File: src/rtl/dring_pkg.sv
package dring_pkg;
  localparam int IDX_W    = 5;
  localparam int DESC_LG  = 3;
  localparam int AW       = 32;
  localparam int LANES    = AW / 8;
  localparam int DW_SEL_W = 2;

  localparam logic [DW_SEL_W-1:0] DW_BASE = 2'd0;
  localparam logic [DW_SEL_W-1:0] DW_IDX  = 2'd1;
  localparam int LANE_CUR = 0;
  localparam int LANE_LVI = 1;

  typedef logic [IDX_W-1:0] idx_t;
  typedef logic [AW-1:0]    addr_t;

  // Byte address of ring entry idx, given the list base.
  function automatic addr_t desc_addr_of(addr_t base, idx_t idx);
    addr_t off;
    off = '0;
    off[IDX_W-1:0] = idx;
    return base + (off << DESC_LG);
  endfunction

  // Next ring position; wraps naturally at 2**IDX_W.
  function automatic idx_t idx_step(idx_t i);
    return i + idx_t'(1);
  endfunction

  // Bits of a base-register byte lane that can hold data.
  function automatic logic [7:0] base_lane_keep(int lane);
    logic [7:0] k;
    k = 8'hFF;
    if (lane == 0) k = 8'(8'hFF << DESC_LG);
    return k;
  endfunction
endpackage

File: src/rtl/dring_base_reg.sv
module dring_base_reg
  import dring_pkg::*;
#(
  parameter int N_LANES = LANES
) (
  input  logic                 clk,
  input  logic                 rst_n,
  input  logic                 wr_sel,
  input  logic [N_LANES-1:0]   be,
  input  logic [8*N_LANES-1:0] wdata,
  output logic [8*N_LANES-1:0] base_q
);
  for (genvar i = 0; i < N_LANES; i++) begin : g_lane
    localparam logic [7:0] KEEP = base_lane_keep(i);
    always_ff @(posedge clk) begin
      if (!rst_n)
        base_q[8*i +: 8] <= '0;
      else if (wr_sel && be[i])
        base_q[8*i +: 8] <= wdata[8*i +: 8] & KEEP;
    end
  end
endmodule

File: src/rtl/dring_index_ctr.sv
module dring_index_ctr
  import dring_pkg::*;
#(
  parameter int W = IDX_W
) (
  input  logic         clk,
  input  logic         rst_n,
  input  logic         advance,
  input  logic         lvi_we,
  input  logic [W-1:0] lvi_wdata,
  output logic [W-1:0] cur_q,
  output logic [W-1:0] lvi_q,
  output logic         at_last,
  output logic         adv_fire
);
  assign at_last  = (cur_q == lvi_q);
  assign adv_fire = advance && !at_last;

  always_ff @(posedge clk) begin
    if (!rst_n)        cur_q <= '0;
    else if (adv_fire) cur_q <= idx_step(cur_q);
  end

  always_ff @(posedge clk) begin
    if (!rst_n)      lvi_q <= '0;
    else if (lvi_we) lvi_q <= lvi_wdata;
  end
endmodule

File: src/rtl/dring_read_mux.sv
module dring_read_mux
  import dring_pkg::*;
#(
  parameter int N_LANES = LANES,
  parameter int W       = IDX_W
) (
  input  logic [DW_SEL_W-1:0]  dw,
  input  logic [N_LANES-1:0]   be,
  input  logic [8*N_LANES-1:0] base_q,
  input  logic [W-1:0]         cur_q,
  input  logic [W-1:0]         lvi_q,
  output logic [8*N_LANES-1:0] rdata
);
  logic [8*N_LANES-1:0] word;

  always_comb begin
    word = '0;
    unique case (dw)
      DW_BASE: word = base_q;
      DW_IDX: begin
        word[8*LANE_CUR +: W] = cur_q;
        word[8*LANE_LVI +: W] = lvi_q;
      end
      default: word = '0;
    endcase
  end

  for (genvar i = 0; i < N_LANES; i++) begin : g_rd
    assign rdata[8*i +: 8] = be[i] ? word[8*i +: 8] : 8'h00;
  end
endmodule

File: src/rtl/dring_idx_bank.sv
module dring_idx_bank
  import dring_pkg::*;
(
  input  logic                clk,
  input  logic                rst_n,
  input  logic [DW_SEL_W-1:0] bus_dw,
  input  logic [LANES-1:0]    bus_be,
  input  logic                bus_wr,
  input  logic [AW-1:0]       bus_wdata,
  output logic [AW-1:0]       bus_rdata,
  input  logic                advance,
  output logic [IDX_W-1:0]    cur_idx,
  output logic                at_last,
  output logic [AW-1:0]       desc_addr
);
  logic       base_wr;
  logic       lvi_we;
  logic       adv_fire;
  addr_t      base_q;
  idx_t       cur_q;
  idx_t       lvi_q;

  assign base_wr = bus_wr && (bus_dw == DW_BASE);
  assign lvi_we  = bus_wr && (bus_dw == DW_IDX) && bus_be[LANE_LVI];

  dring_base_reg #(.N_LANES(LANES)) u_base (
    .clk    (clk),
    .rst_n  (rst_n),
    .wr_sel (base_wr),
    .be     (bus_be),
    .wdata  (bus_wdata),
    .base_q (base_q)
  );

  dring_index_ctr #(.W(IDX_W)) u_idx (
    .clk       (clk),
    .rst_n     (rst_n),
    .advance   (advance),
    .lvi_we    (lvi_we),
    .lvi_wdata (bus_wdata[8*LANE_LVI +: IDX_W]),
    .cur_q     (cur_q),
    .lvi_q     (lvi_q),
    .at_last   (at_last),
    .adv_fire  (adv_fire)
  );

  dring_read_mux #(.N_LANES(LANES), .W(IDX_W)) u_rd (
    .dw     (bus_dw),
    .be     (bus_be),
    .base_q (base_q),
    .cur_q  (cur_q),
    .lvi_q  (lvi_q),
    .rdata  (bus_rdata)
  );

  assign cur_idx   = cur_q;
  assign desc_addr = desc_addr_of(base_q, cur_q);
endmodule

File: config.mk
export PLATFORM = sky130hd
export DESIGN_NAME = dring_idx_bank
export DESIGN_NICKNAME = d
export VERILOG_FILES = /design/src/rtl/dring_pkg.sv /design/src/rtl/dring_base_reg.sv /design/src/rtl/dring_index_ctr.sv /design/src/rtl/dring_read_mux.sv /design/src/rtl/dring_idx_bank.sv
export SDC_FILE = /design/constraint.sdc
export NUM_CORES = 1
export LEC_CHECK = 0
export BUFFER_PORTS_ARGS = -buffer_cell sky130_fd_sc_hd__buf_2
export CAP_MARGIN = 20
export CORE_ASPECT_RATIO = 1.4
export CORE_MARGIN = 2
export CORE_UTILIZATION = 30
export CTS_CLUSTER_DIAMETER = 150
export DETAILED_ROUTE_END_ITERATION = 8
export GPL_ROUTABILITY_DRIVEN = 0
export PLACE_DENSITY = 0.62
export SLEW_MARGIN = 0
export SYNTH_ARGS = -nofsm -noshare
export SYNTH_HDL_FRONTEND = slang
export SYNTH_SLANG_ARGS = --single-unit
File: constraint.sdc
create_clock -name clk -period 3.15 [get_ports clk]
set_input_delay 0.315 -clock clk [delete_from_list [all_inputs] [get_ports clk]]
set_output_delay 0.315 -clock clk [all_outputs]
set_load 0.02 [all_outputs]
# --- Word-level counts from Yosys, hierarchy flattened ---
# Index checks and enable logic that the tools add are counted.
totals:
  out_inout_bits: 70
  input_bits: 42
  rom_bits: 0
  register_bits: 39
  memories: 0
  word_cells: 28
  mem_bits_rw: 0
  latch_bits: 0
op_classes:
  magnitude_cmp: 0
  mux: 8
  n_addsub: 2
  div_mod_pow: 0
  shift: 0
  eq_ne: 2
  bitwise: 0
  reduce_logical: 10
  n_mul: 0
ops:
  columns: ["op", "count"]
  rows:
  - ["adder 32 x 8 -> 32 bit", 1]
  - ["two-way mux 8 bit", 4]
  - ["case mux 5 bit (2 select lines)", 2]
  - ["two-way mux 19 bit", 1]
  - ["logical AND 1 bit", 8]
  - ["adder 5 x 1 -> 5 bit (second input constant)", 1]
  - ["== test 5 bit", 1]
  - ["two-way mux 3 bit", 1]
  - ["== test 2 x 1 -> 1 bit (second input constant)", 1]
  - ["logical NOT 2 bit", 1]
  - ["logical NOT 1 bit", 1]

# --- Depth between registers and ports, before layout ---
# Gate-level depths: netlist of the first run.
logic_depth:
  word_depth: 3
  mapped_depth: 7
  mapped_depth_nobuf: 6

# --- Cells and area by module ---
# Synthesis of the first run repeated with hierarchy kept, for this count alone.
hier_totals:
  cells_unflattened: 336
  area_unflattened_um2: 2852.7
modules_own_cells:
  columns: ["mod", "instances", "cells_each", "seq_area_each_um2", "area_each_um2"]
  rows:
  - ["dring_base_reg", 1, 139, 580.6, 1267.5]
  - ["dring_idx_bank", 1, 95, 0.0, 726.9]
  - ["dring_index_ctr", 1, 54, 200.2, 530.5]
  - ["dring_read_mux", 1, 48, 0.0, 327.8]

# --- Worst setup path before layout of the first run ---
# Ideal clock, no wire load.
synth_path:
  path_kind: "register to output"
  start: "register u_idx.cur_q[0]"
  end: "output desc_addr[17]"
  setup_slack_ns: 0.898
  t_arrival_ns: 1.937
  path_stages_with_launch: 8
  t_required_ns: 2.835
  path_buffers: 1
  cell_sequence: "dfxtp_1 ha_1 fa_1 a21oi_1 o21ai_1 buf_2 nand4_1 xnor2_1"
synth_via:
  elab_chain_len: 1
synth_rtl:
  columns: ["item", "line_no", "text"]
  rows:
  - ["start: declaration", "dring_index_ctr.sv:11", "output logic [W-1:0] cur_q,"]
  - ["start signal: assignment", "dring_index_ctr.sv:21", "else if (adv_fire) cur_q <= idx_step(cur_q);"]
  - ["adder 32 x 8 -> 32 bit", "dring_pkg.sv:21", "return base + (off << DESC_LG);"]
  - ["end: declaration", "dring_idx_bank.sv:14", "output logic [AW-1:0] desc_addr"]
# Every way passes these cells.

# --- Worst setup path after layout of the first run ---
layout_path:
  start: "register u_base.base_q[3]"
  end: "output desc_addr[31]"
layout_via:
  elab_chain_len: 1
layout_rtl:
  columns: ["item", "line_no", "text"]
  rows:
  - ["start: declaration", "dring_base_reg.sv:11", "output logic [8*N_LANES-1:0] base_q"]
  - ["start signal: indexed assignment", "dring_base_reg.sv:19", "base_q[8*i +: 8] <= wdata[8*i +: 8] & KEEP;"]
  - ["adder 32 x 8 -> 32 bit", "dring_pkg.sv:21", null]
# Every way passes these cells.

==> results of run 1 <==
## per-stage QoR
step                      hold WS [ns]  area (um2)
after detailed placement         0.488        3220
after global placement           0.480        3220
after global routing             0.282        3350
after floorplan                  0.450        2640
final                            0.278        3350
after CTS                        0.273        3350
## power breakdown
part | internal [mW] | total, mW | switching (mW)
combinational | 0.0681 | 0.160 | 0.0921
clock | 0.284 | 0.467 | 0.183
sequential | 0.505 | 0.518 | 0.0130
## sequential cells by signal, summed over array words and instances, names as in the netlist
register,count
u_idx.cur_q,5
u_base.base_q,29
u_idx.lvi_q,5
## synth_stat cells (3+ instances only)
master and n:
sky130_fd_sc_hd__nor2_1 12, sky130_fd_sc_hd__ha_1 6, sky130_fd_sc_hd__nand3_1 6, sky130_fd_sc_hd__a21boi_1 7
sky130_fd_sc_hd__xor2_1 7, sky130_fd_sc_hd__mux2i_1 38, sky130_fd_sc_hd__nor2b_1 28, sky130_fd_sc_hd__dfxtp_1 39
sky130_fd_sc_hd__buf_4 6, sky130_fd_sc_hd__and3_1 30, sky130_fd_sc_hd__o211ai_1 3, sky130_fd_sc_hd__buf_2 7
sky130_fd_sc_hd__nand4_1 8, sky130_fd_sc_hd__and2_1 6, sky130_fd_sc_hd__o2111ai_1 6, sky130_fd_sc_hd__a21oi_1 6
sky130_fd_sc_hd__xnor2_1 25, sky130_fd_sc_hd__nor3b_1 3, sky130_fd_sc_hd__clkbuf_1 7, sky130_fd_sc_hd__nand2b_1 6
sky130_fd_sc_hd__nand2_1 28
## metal layers
layer  GRT usage  up-vias  part of all wire
met4      0.0743        0             0.028
met5           0        -                 0
met3      0.0302       12             0.061
met2       0.262       85              0.49
met1       0.182     1116              0.42
li1            -     1237                 -
## logic make-up after synthesis
group,after synthesis
and+or+nand+nor,136
DFF,39
muxes,38
xor gates and xnor gates,32
AOI/OAI and AO/OA,28
buffers and inverters,22
adders and majority gates,7
other,1
## critical path: cells and delay by family, from the launching register on
family / cells / cell delay [ns]
compound gates: 2 / 0.61
xor+xnor: 1 / 0.19
fa+ha+maj: 2 / 0.43
buf+inv: 1 / 0.18
flops: 1 / 0.35
simple gates: 1 / 0.28
## cell type report
| class | count | area, um2 | share of cell area |
|---|---|---|---|
| timing repair buffer | 109 | 556 | 0.166 |
| sequential | 39 | 781 | 0.233 |
| tap | 105 | 131 | 0.0392 |
| multi-input combinational | 244 | 1750 | 0.522 |
| inverter | 1 | 3.75 | 0.00112 |
| clock buffer | 6 | 129 | 0.0385 |
## worst paths after layout
| kind | from | to | cells past startpoint |
|---|---|---|---|
| max reg2reg | u_idx.cur_q[0]$_SDFFE_PN0P_ | u_idx.cur_q[1]$_SDFFE_PN0P_ | 5 |
| min reg2reg | u_base.base_q[9]$_SDFFE_PN0P_ | u_base.base_q[9]$_SDFFE_PN0P_ | 2 |
| max | u_base.base_q[3]$_SDFFE_PN0P_ | desc_addr[31] | 7 |
| min | bus_wdata[15] | u_base.base_q[15]$_SDFFE_PN0P_ | 3 |
==> impl_summary.md, run 1 <==
Pwr
The areal power density over the cells is 342 nW/um2. The analysis attributes to cell leakage a power of 1.61 nW. The completed layout was analyzed and its total power is 1.15 mW. The largest vdd supply drop is 0.180 mV.

Worst setup path
The arrival time of the worst setup path is 2.32 ns. By startpoint and endpoint, the worst setup path is classified as reg -> out. The critical path capture point type is a primary output.

The required time at the endpoint of the critical path is 2.83 ns. The startpoint type of the worst setup path is a flop. The largest single stage delay on the critical path is 0.50 ns.

Traced cell by cell, the critical path runs through ha_1, fa_1, a21oi_1, o21ai_2, nand4_1, xnor2_1, buf_2. For this design, the slowest cell found on the critical path is sky130_fd_sc_hd__o21ai_2. The top fanout value on the critical path is 12. The register-to-register path setup slack is 1.80 ns.

Routing
After detailed routing, the average wire length per cell comes to 14.6 um. The number of iterations in the first detailed-routing pass is 4. Summing over every cut layer, the via total after detailed routing is 2450. Once detail routing completed, the nets flagged for antenna violations numbered 0. The DRC marker count from the first detailed-route iteration is 107.

The wire length reported by the detailed router is 7350 um. The ratio of routed vias to standard cells is 4.86. The DRC violation count after routing is 0.

Clock tree
The clock-pin slew reported for the worst setup and hold paths after clock tree synthesis is 0.05 ns. The number of H-tree levels is 2. Clock latency on the worst-skew pair, taken at its later pin, is 0.28 ns.

Gates resized during post-CTS repair numbered 0. TritonCTS built the clock tree. In this run the clock root is driven by a sky130_fd_sc_hd__clkbuf_16. The number of clock buffers added by TritonCTS is 5. The number of hold buffers added after CTS was 0. Post-CTS timing repair inserted 0 buffers for setup.

Counting every sink on the clock net gives 39. The clock passes through at most 2 buffers.

Floorplanning
The initialized floorplan defines 40 standard-cell rows. The die footprint is 9550 um2. For this configuration, the core starts out at a cell density of 0.308. The total I/O pin count is 112. The floorplan die height is 115 um. The core footprint is 8560 um2. The die is 83.2 um wide.

Global route
In the global route stage, overall resource usage came out at 0.152. The initial antenna violation count is 0. The via count of the first global-routing pass is 2331. The global route total overflow is 0. The largest net degree at the start of global routing is 45. The first global-routing pass estimated 11600 um of wire.

Run
Across the run, the number of max-cap violations was 0.

Finish
The area growth from synthesis to final layout is 27.2%. Of the cells placed in the final design, the portion with a size suffix greater than 1 is 0.301. Leaving out fill and tap cells, the most frequent cell in the layout is sky130_fd_sc_hd__buf_2. The repair_antennas step left the layout with diodes totalling 0. The number of fill cells is 894. For this run, the share of the core covered by cells in the final layout is 0.391. In the layout the commonest cells are 105 x sky130_fd_sc_hd__buf_2, 39 x sky130_fd_sc_hd__dfxtp_1, 38 x sky130_fd_sc_hd__mux2i_1.

The filler-free cell count of the finished design is 504. The number of nets at the end of the flow is 449.

STA
Timing would allow up to 380 MHz. In the post-route analysis, the smallest setup slack over all paths is 0.519 ns. Headroom to the max-slew limit came out at 0.542. The part of the cycle the worst path needs is 0.835.

The max-slew violation count came to 0. Setup violations remaining at the end of the flow were counted as 0. The transition time at the pin with the least slew margin is 0.687 ns. Setup repair after global routing left no endpoint under its margin. The shortest clock period the worst path allows after layout is 2.63 ns. The setup skew after layout is 0.00150 ns.

The hold violation total from the final report is 0. After routing, the total negative slack on setup checks comes to 0 ns.

Yosys
The share of synthesized area in the top cell type comes to 0.297. The fraction of registers with async set/reset is 0. After synthesis, the share of cell area in mux cells is 0.144. The number of register bits inferred by synthesis is 39.

Averaged over all synthesized cells, the footprint is 8.69 um2. The area share of xor/xnor cells in the synthesized design is 0.106. Yosys mapped the design onto 36 distinct sky130hd cell types. Of the total synthesized cell area, the portion taken by AND, OR, NAND and NOR gates is 0.298. The largest total area in the synthesized netlist belongs to sky130_fd_sc_hd__dfxtp_1. The main flop type after synthesis is sky130_fd_sc_hd__dfxtp_1.

The synthesized design contains 0 enable-type register cells. The cell count after synthesis came out at 303. The cell area after synthesis is 2630 um2.

After synthesis, the largest family of logic cells by area is simple AND/OR/NAND/NOR gates. Of the total synthesized cell area, the portion taken by full adders, half adders and majority gates is 0.0361. For this run, the register share of the synthesized area comes to 0.297. The area fraction in compound gates after synthesis is 0.0741. Sorting the synthesized cells by area gives the leading types as sky130_fd_sc_hd__dfxtp_1 30%, sky130_fd_sc_hd__mux2i_1 14%, sky130_fd_sc_hd__xnor2_1 8.3%. During synthesis, Yosys emitted a total of 0 warnings.

Placed design
OpenSTA, run right after detailed placement, puts the worst setup slack at 0.530 ns. The number of placed instances, taps included, is 498. The wire-length estimate of the detail-placed layout is 5630 um. Port buffering added 105 buffers.

Min path
The min-delay analysis places its worst path in the category in -> reg.

Status
The flow ran to the end, and the final reports show no timing, DRC or antenna violations.
No activity file was read; power rests on OpenSTA's default activity.
==> inputs of run 2 (changes only) <==
PLACE_DENSITY = 0.64   (was 0.62)
clock period = 2.3 ns   (was 3.15 ns; I/O delays follow)
==> run 2 against run 1 <==
Wire length grew 6.4%. Utilization grew 2.7 points. Combinational power grew 42%. Via count grew 2.7%. Clock skew grew 0.0019 ns. Highest routed layer unchanged. Critical path depth grew 1. Setup slack lost 0.50 ns. Total power grew 40%. Register-to-register slack lost 0.89 ns. Sequential power grew 37%. Sequential cell count is the same.
==> impl_summary.md, run 2 (synthesis results as in run 1) <==
Status
Run status: finished clean (unchanged).

Routing
The ratio of routed vias to standard cells came to 4.85 (was 4.86). The routed via count is 2517 (was 2450). The wire length reported by the detailed router was 7820 um (was 7350 um). The DRC marker count from the first detailed-route iteration is 57 (was 107). The count of nets left with antenna violations after detail routing is 0 (unchanged).

The number of iterations in the first detailed-routing pass is 4 (unchanged). The average wire per standard cell is 15.1 um (was 14.6 um). The DRC violation count after routing is 0 (unchanged).

Pwr
The clock network fraction of design power is 0.414 (was 0.408). The fraction of power spent switching nets was 0.256 (was 0.252). The total internal power is 1.19 mW (was 0.858 mW). The areal power density over the cells is 446 nW/um2 (was 342 nW/um2).

The share of power burned in registers is 0.445 (was 0.452). The power spent charging and discharging nets was 0.409 mW (was 0.288 mW). The largest vdd supply drop was 0.308 mV (was 0.180 mV).

The overall power consumption is 1.60 mW (was 1.15 mW). The portion of total power attributed to combinational logic is 0.142 (was 0.140). The total leakage power is 1.71 nW (was 1.61 nW).

Clock tree
The total clock buffers created by CTS is 5 (unchanged). The worst-case clock buffer depth is 2 (unchanged). The clock-pin slew reported for the worst setup and hold paths after clock tree synthesis came to 0.06 ns (was 0.05 ns).

The number of H-tree levels is 2 (unchanged). The TritonCTS clock tree is yes (unchanged). The number of clock sinks was 39 (unchanged). The insertion delay to the later sink of the worst-skew pair was 0.28 ns (about the same).

The root buffer cell is sky130_fd_sc_hd__clkbuf_16 (unchanged).

Worst setup path
The count of buffer and inverter cells on the critical path is 3 (was 1). The register-to-register path setup slack is 0.91 ns (was 1.80 ns). The end of the worst register-to-register path was u_idx.cur_q[1]$_SDFFE_PN0P_ (unchanged). The critical path capture point type is a primary output (unchanged). The depth of the worst register-to-register path is 5 (unchanged). The arrival time of the worst setup path is 2.05 ns (was 2.32 ns). The maximum single-stage delay on the critical path was 0.42 ns (was 0.50 ns). The startpoint type of the worst setup path is a flop (unchanged). The class of the most critical setup path is reg -> out (unchanged). The cell that appears most often on the critical path is sky130_fd_sc_hd__buf_4.

The cell class contributing the biggest share of worst-path delay is adder cells (was compound AO/OA/AOI/OAI gates). The slowest stage cell on the critical path is sky130_fd_sc_hd__fa_2 (was sky130_fd_sc_hd__o21ai_2). The top fanout value on the critical path is 3 (was 12). The worst flop-to-flop path startpoint is u_idx.cur_q[4]$_SDFFE_PN0P_ (was u_idx.cur_q[0]$_SDFFE_PN0P_). The required time at the endpoint of the critical path is 2.07 ns (was 2.83 ns).

Cell-by-cell listing of the critical path: ha_4, fa_2, a21oi_4, buf_4, buf_4, o21bai_1, xor2_1, buf_4 (was ha_1, fa_1, a21oi_1, o21ai_2, nand4_1, xnor2_1, buf_2).

Min path
The worst min-delay path category is in -> reg (unchanged). The cell depth of the worst min-delay path is 3 (unchanged). The startpoint of the worst hold path is bus_wdata[15] (unchanged). The end point of the most critical hold path is u_base.base_q[15]$_SDFFE_PN0P_ (unchanged).

Placed design
The pre-CTS setup slack came to 0.178 ns (was 0.530 ns). The detailed placer's ending HPWL is 5780 um (was 5630 um). The number of buffers inserted by port buffering is 105 (unchanged).

Finish
The count of inserted antenna diode cells was 0 (unchanged). Most frequent cells in the layout: 98 x sky130_fd_sc_hd__buf_2, 38 x sky130_fd_sc_hd__mux2i_1, 34 x sky130_fd_sc_hd__dfxtp_1 (was 105 x sky130_fd_sc_hd__buf_2, 39 x sky130_fd_sc_hd__dfxtp_1, 38 x sky130_fd_sc_hd__mux2i_1). The area growth from synthesis to final layout is 36.2% (was 27.2%).

Registers with the most flip-flops: u_base.base_q (29), u_idx.cur_q (5), u_idx.lvi_q (5) (unchanged). The commonest non-fill, non-tap cell in the layout is sky130_fd_sc_hd__buf_2 (unchanged). The register name with the most flops is u_base.base_q (unchanged).

The number of nets at the end of the flow was 462 (was 449). The share of post-route cells with drive strength above 1 is 0.367 (was 0.301). The flip-flop count of the largest register after layout came to 29 (unchanged).

Floorplanning
The count of standard-cell rows is 40 (unchanged). The total I/O pin count is 112 (unchanged). The floorplan die height is 115 um (unchanged). The die footprint is 9550 um2 (unchanged). The core footprint is 8560 um2 (unchanged).

The starting density of the core is 0.308 (unchanged). The die width is 83.2 um (unchanged).

Run
The number of max-cap violations is 0 (unchanged).

STA
The max-slew violation count came to 0 (unchanged). The final hold slack is 0.194 ns (was 0.278 ns). The transition time at the pin with the least slew margin is 0.660 ns (was 0.687 ns).

Dividing the final minimum period by the clock period gives 0.991. The final count of negative-setup-slack endpoints is 0 (unchanged). Unrepaired setup endpoints after global routing: true (was false).

The worst-case headroom to the max-slew limit is 0.560 (was 0.542). The total negative setup slack is 0 ns (unchanged). The shortest clock period the worst path allows after layout is 2.28 ns. The setup skew after layout was 0.00338 ns (was 0.00150 ns). The least setup slack across all paths after layout is 0.0204 ns (was 0.519 ns). Static timing analysis puts the maximum clock frequency at 439 MHz. The hold violation total from the final report is 0 (unchanged).

Global route
The overall track demand over capacity in global routing came to 0.157 (was 0.152). The largest net degree at the start of global routing is 45 (unchanged). The via count of the first global-routing pass is 2455 (was 2331). The global route total overflow is 0 (unchanged). The first-pass GRT wire length came to 12100 um (was 11600 um).

The initial antenna violation count is 0 (unchanged).
==> run 2: cell count changes in the layout (fill, tap and decap cells not counted), moves of 3 or more <==
cell	delta
sky130_fd_sc_hd__a21oi_1	-3
sky130_fd_sc_hd__buf_6	+3
sky130_fd_sc_hd__dfxtp_1	-5
sky130_fd_sc_hd__ha_1	-4
sky130_fd_sc_hd__dfxtp_2	+5
sky130_fd_sc_hd__buf_2	-7
sky130_fd_sc_hd__buf_4	+17
sky130_fd_sc_hd__ha_4	+3
==> run 2: final cells by class <==
cell class	instances	area (um2)
well taps	105	131
multi-input cells	244	1840
clock inverters	1	5.00
inverters	1	3.75
repair buffers	122	682
fillers	875	4970
flip-flops and latches	39	787
clock buffers	7	133
==> run 2: repair_timing <==
action	in CTS	in global routing
setup buffers	1	3
setup endpoints to repair	19	24
resized for setup	11	26
hold buffers	0	0
pin swaps	0	9
cloned	1	1
==> run 2: worst min-delay path, cell delays in order <==
cell                       delay, ns
sky130_fd_sc_hd__buf_2          0.10
sky130_fd_sc_hd__nand2_1        0.05
sky130_fd_sc_hd__a21boi_1       0.05
==> run 2: through the flow <==
stage	util	std cells	instance area, um2
detailed placement	0.382	505	3270
finish	0.419	519	3580
floorplan	-	305	2640
CTS	0.403	515	3450
global route	0.419	519	3580
global placement	0.382	505	3270
==> run 2: power groups by stage <==
stage / Combinational, mW / Clock, mW / Sequential, mW
6_report: 0.227 / 0.662 / 0.711
5_1_grt: 0.247 / 0.710 / 0.713
4_1_cts: 0.226 / 0.674 / 0.709
3_5_place_dp: 0.223 / 0 / 0.724
3_3_place_gp: 0.220 / 0 / 0.723
2_1_floorplan: 0.133 / 0 / 0.726
==> run 2: how the worst max path moves through the flow <==
stage	slack (ns)	depth (start not counted)	from	endpoint
finish	0.02	8	u_base.base_q[3]$_SDFFE_PN0P_	desc_addr[7]
global route	-0.07	8	u_idx.cur_q[0]$_SDFFE_PN0P_	desc_addr[7]
CTS	-0.01	8	u_idx.cur_q[0]$_SDFFE_PN0P_	desc_addr[31]
detailed placement	0.18	8	u_idx.cur_q[0]$_SDFFE_PN0P_	desc_addr[31]
global placement	0.19	8	u_idx.cur_q[0]$_SDFFE_PN0P_	desc_addr[31]
floorplan	0.13	7	u_idx.cur_q[0]$_SDFFE_PN0P_	desc_addr[17]
==> run 2: routing by layer <==
metal  track usage  part of all wire
met5             0                 0
met4        0.0579             0.021
met3        0.0395             0.058
met2         0.282              0.51
met1         0.179              0.41
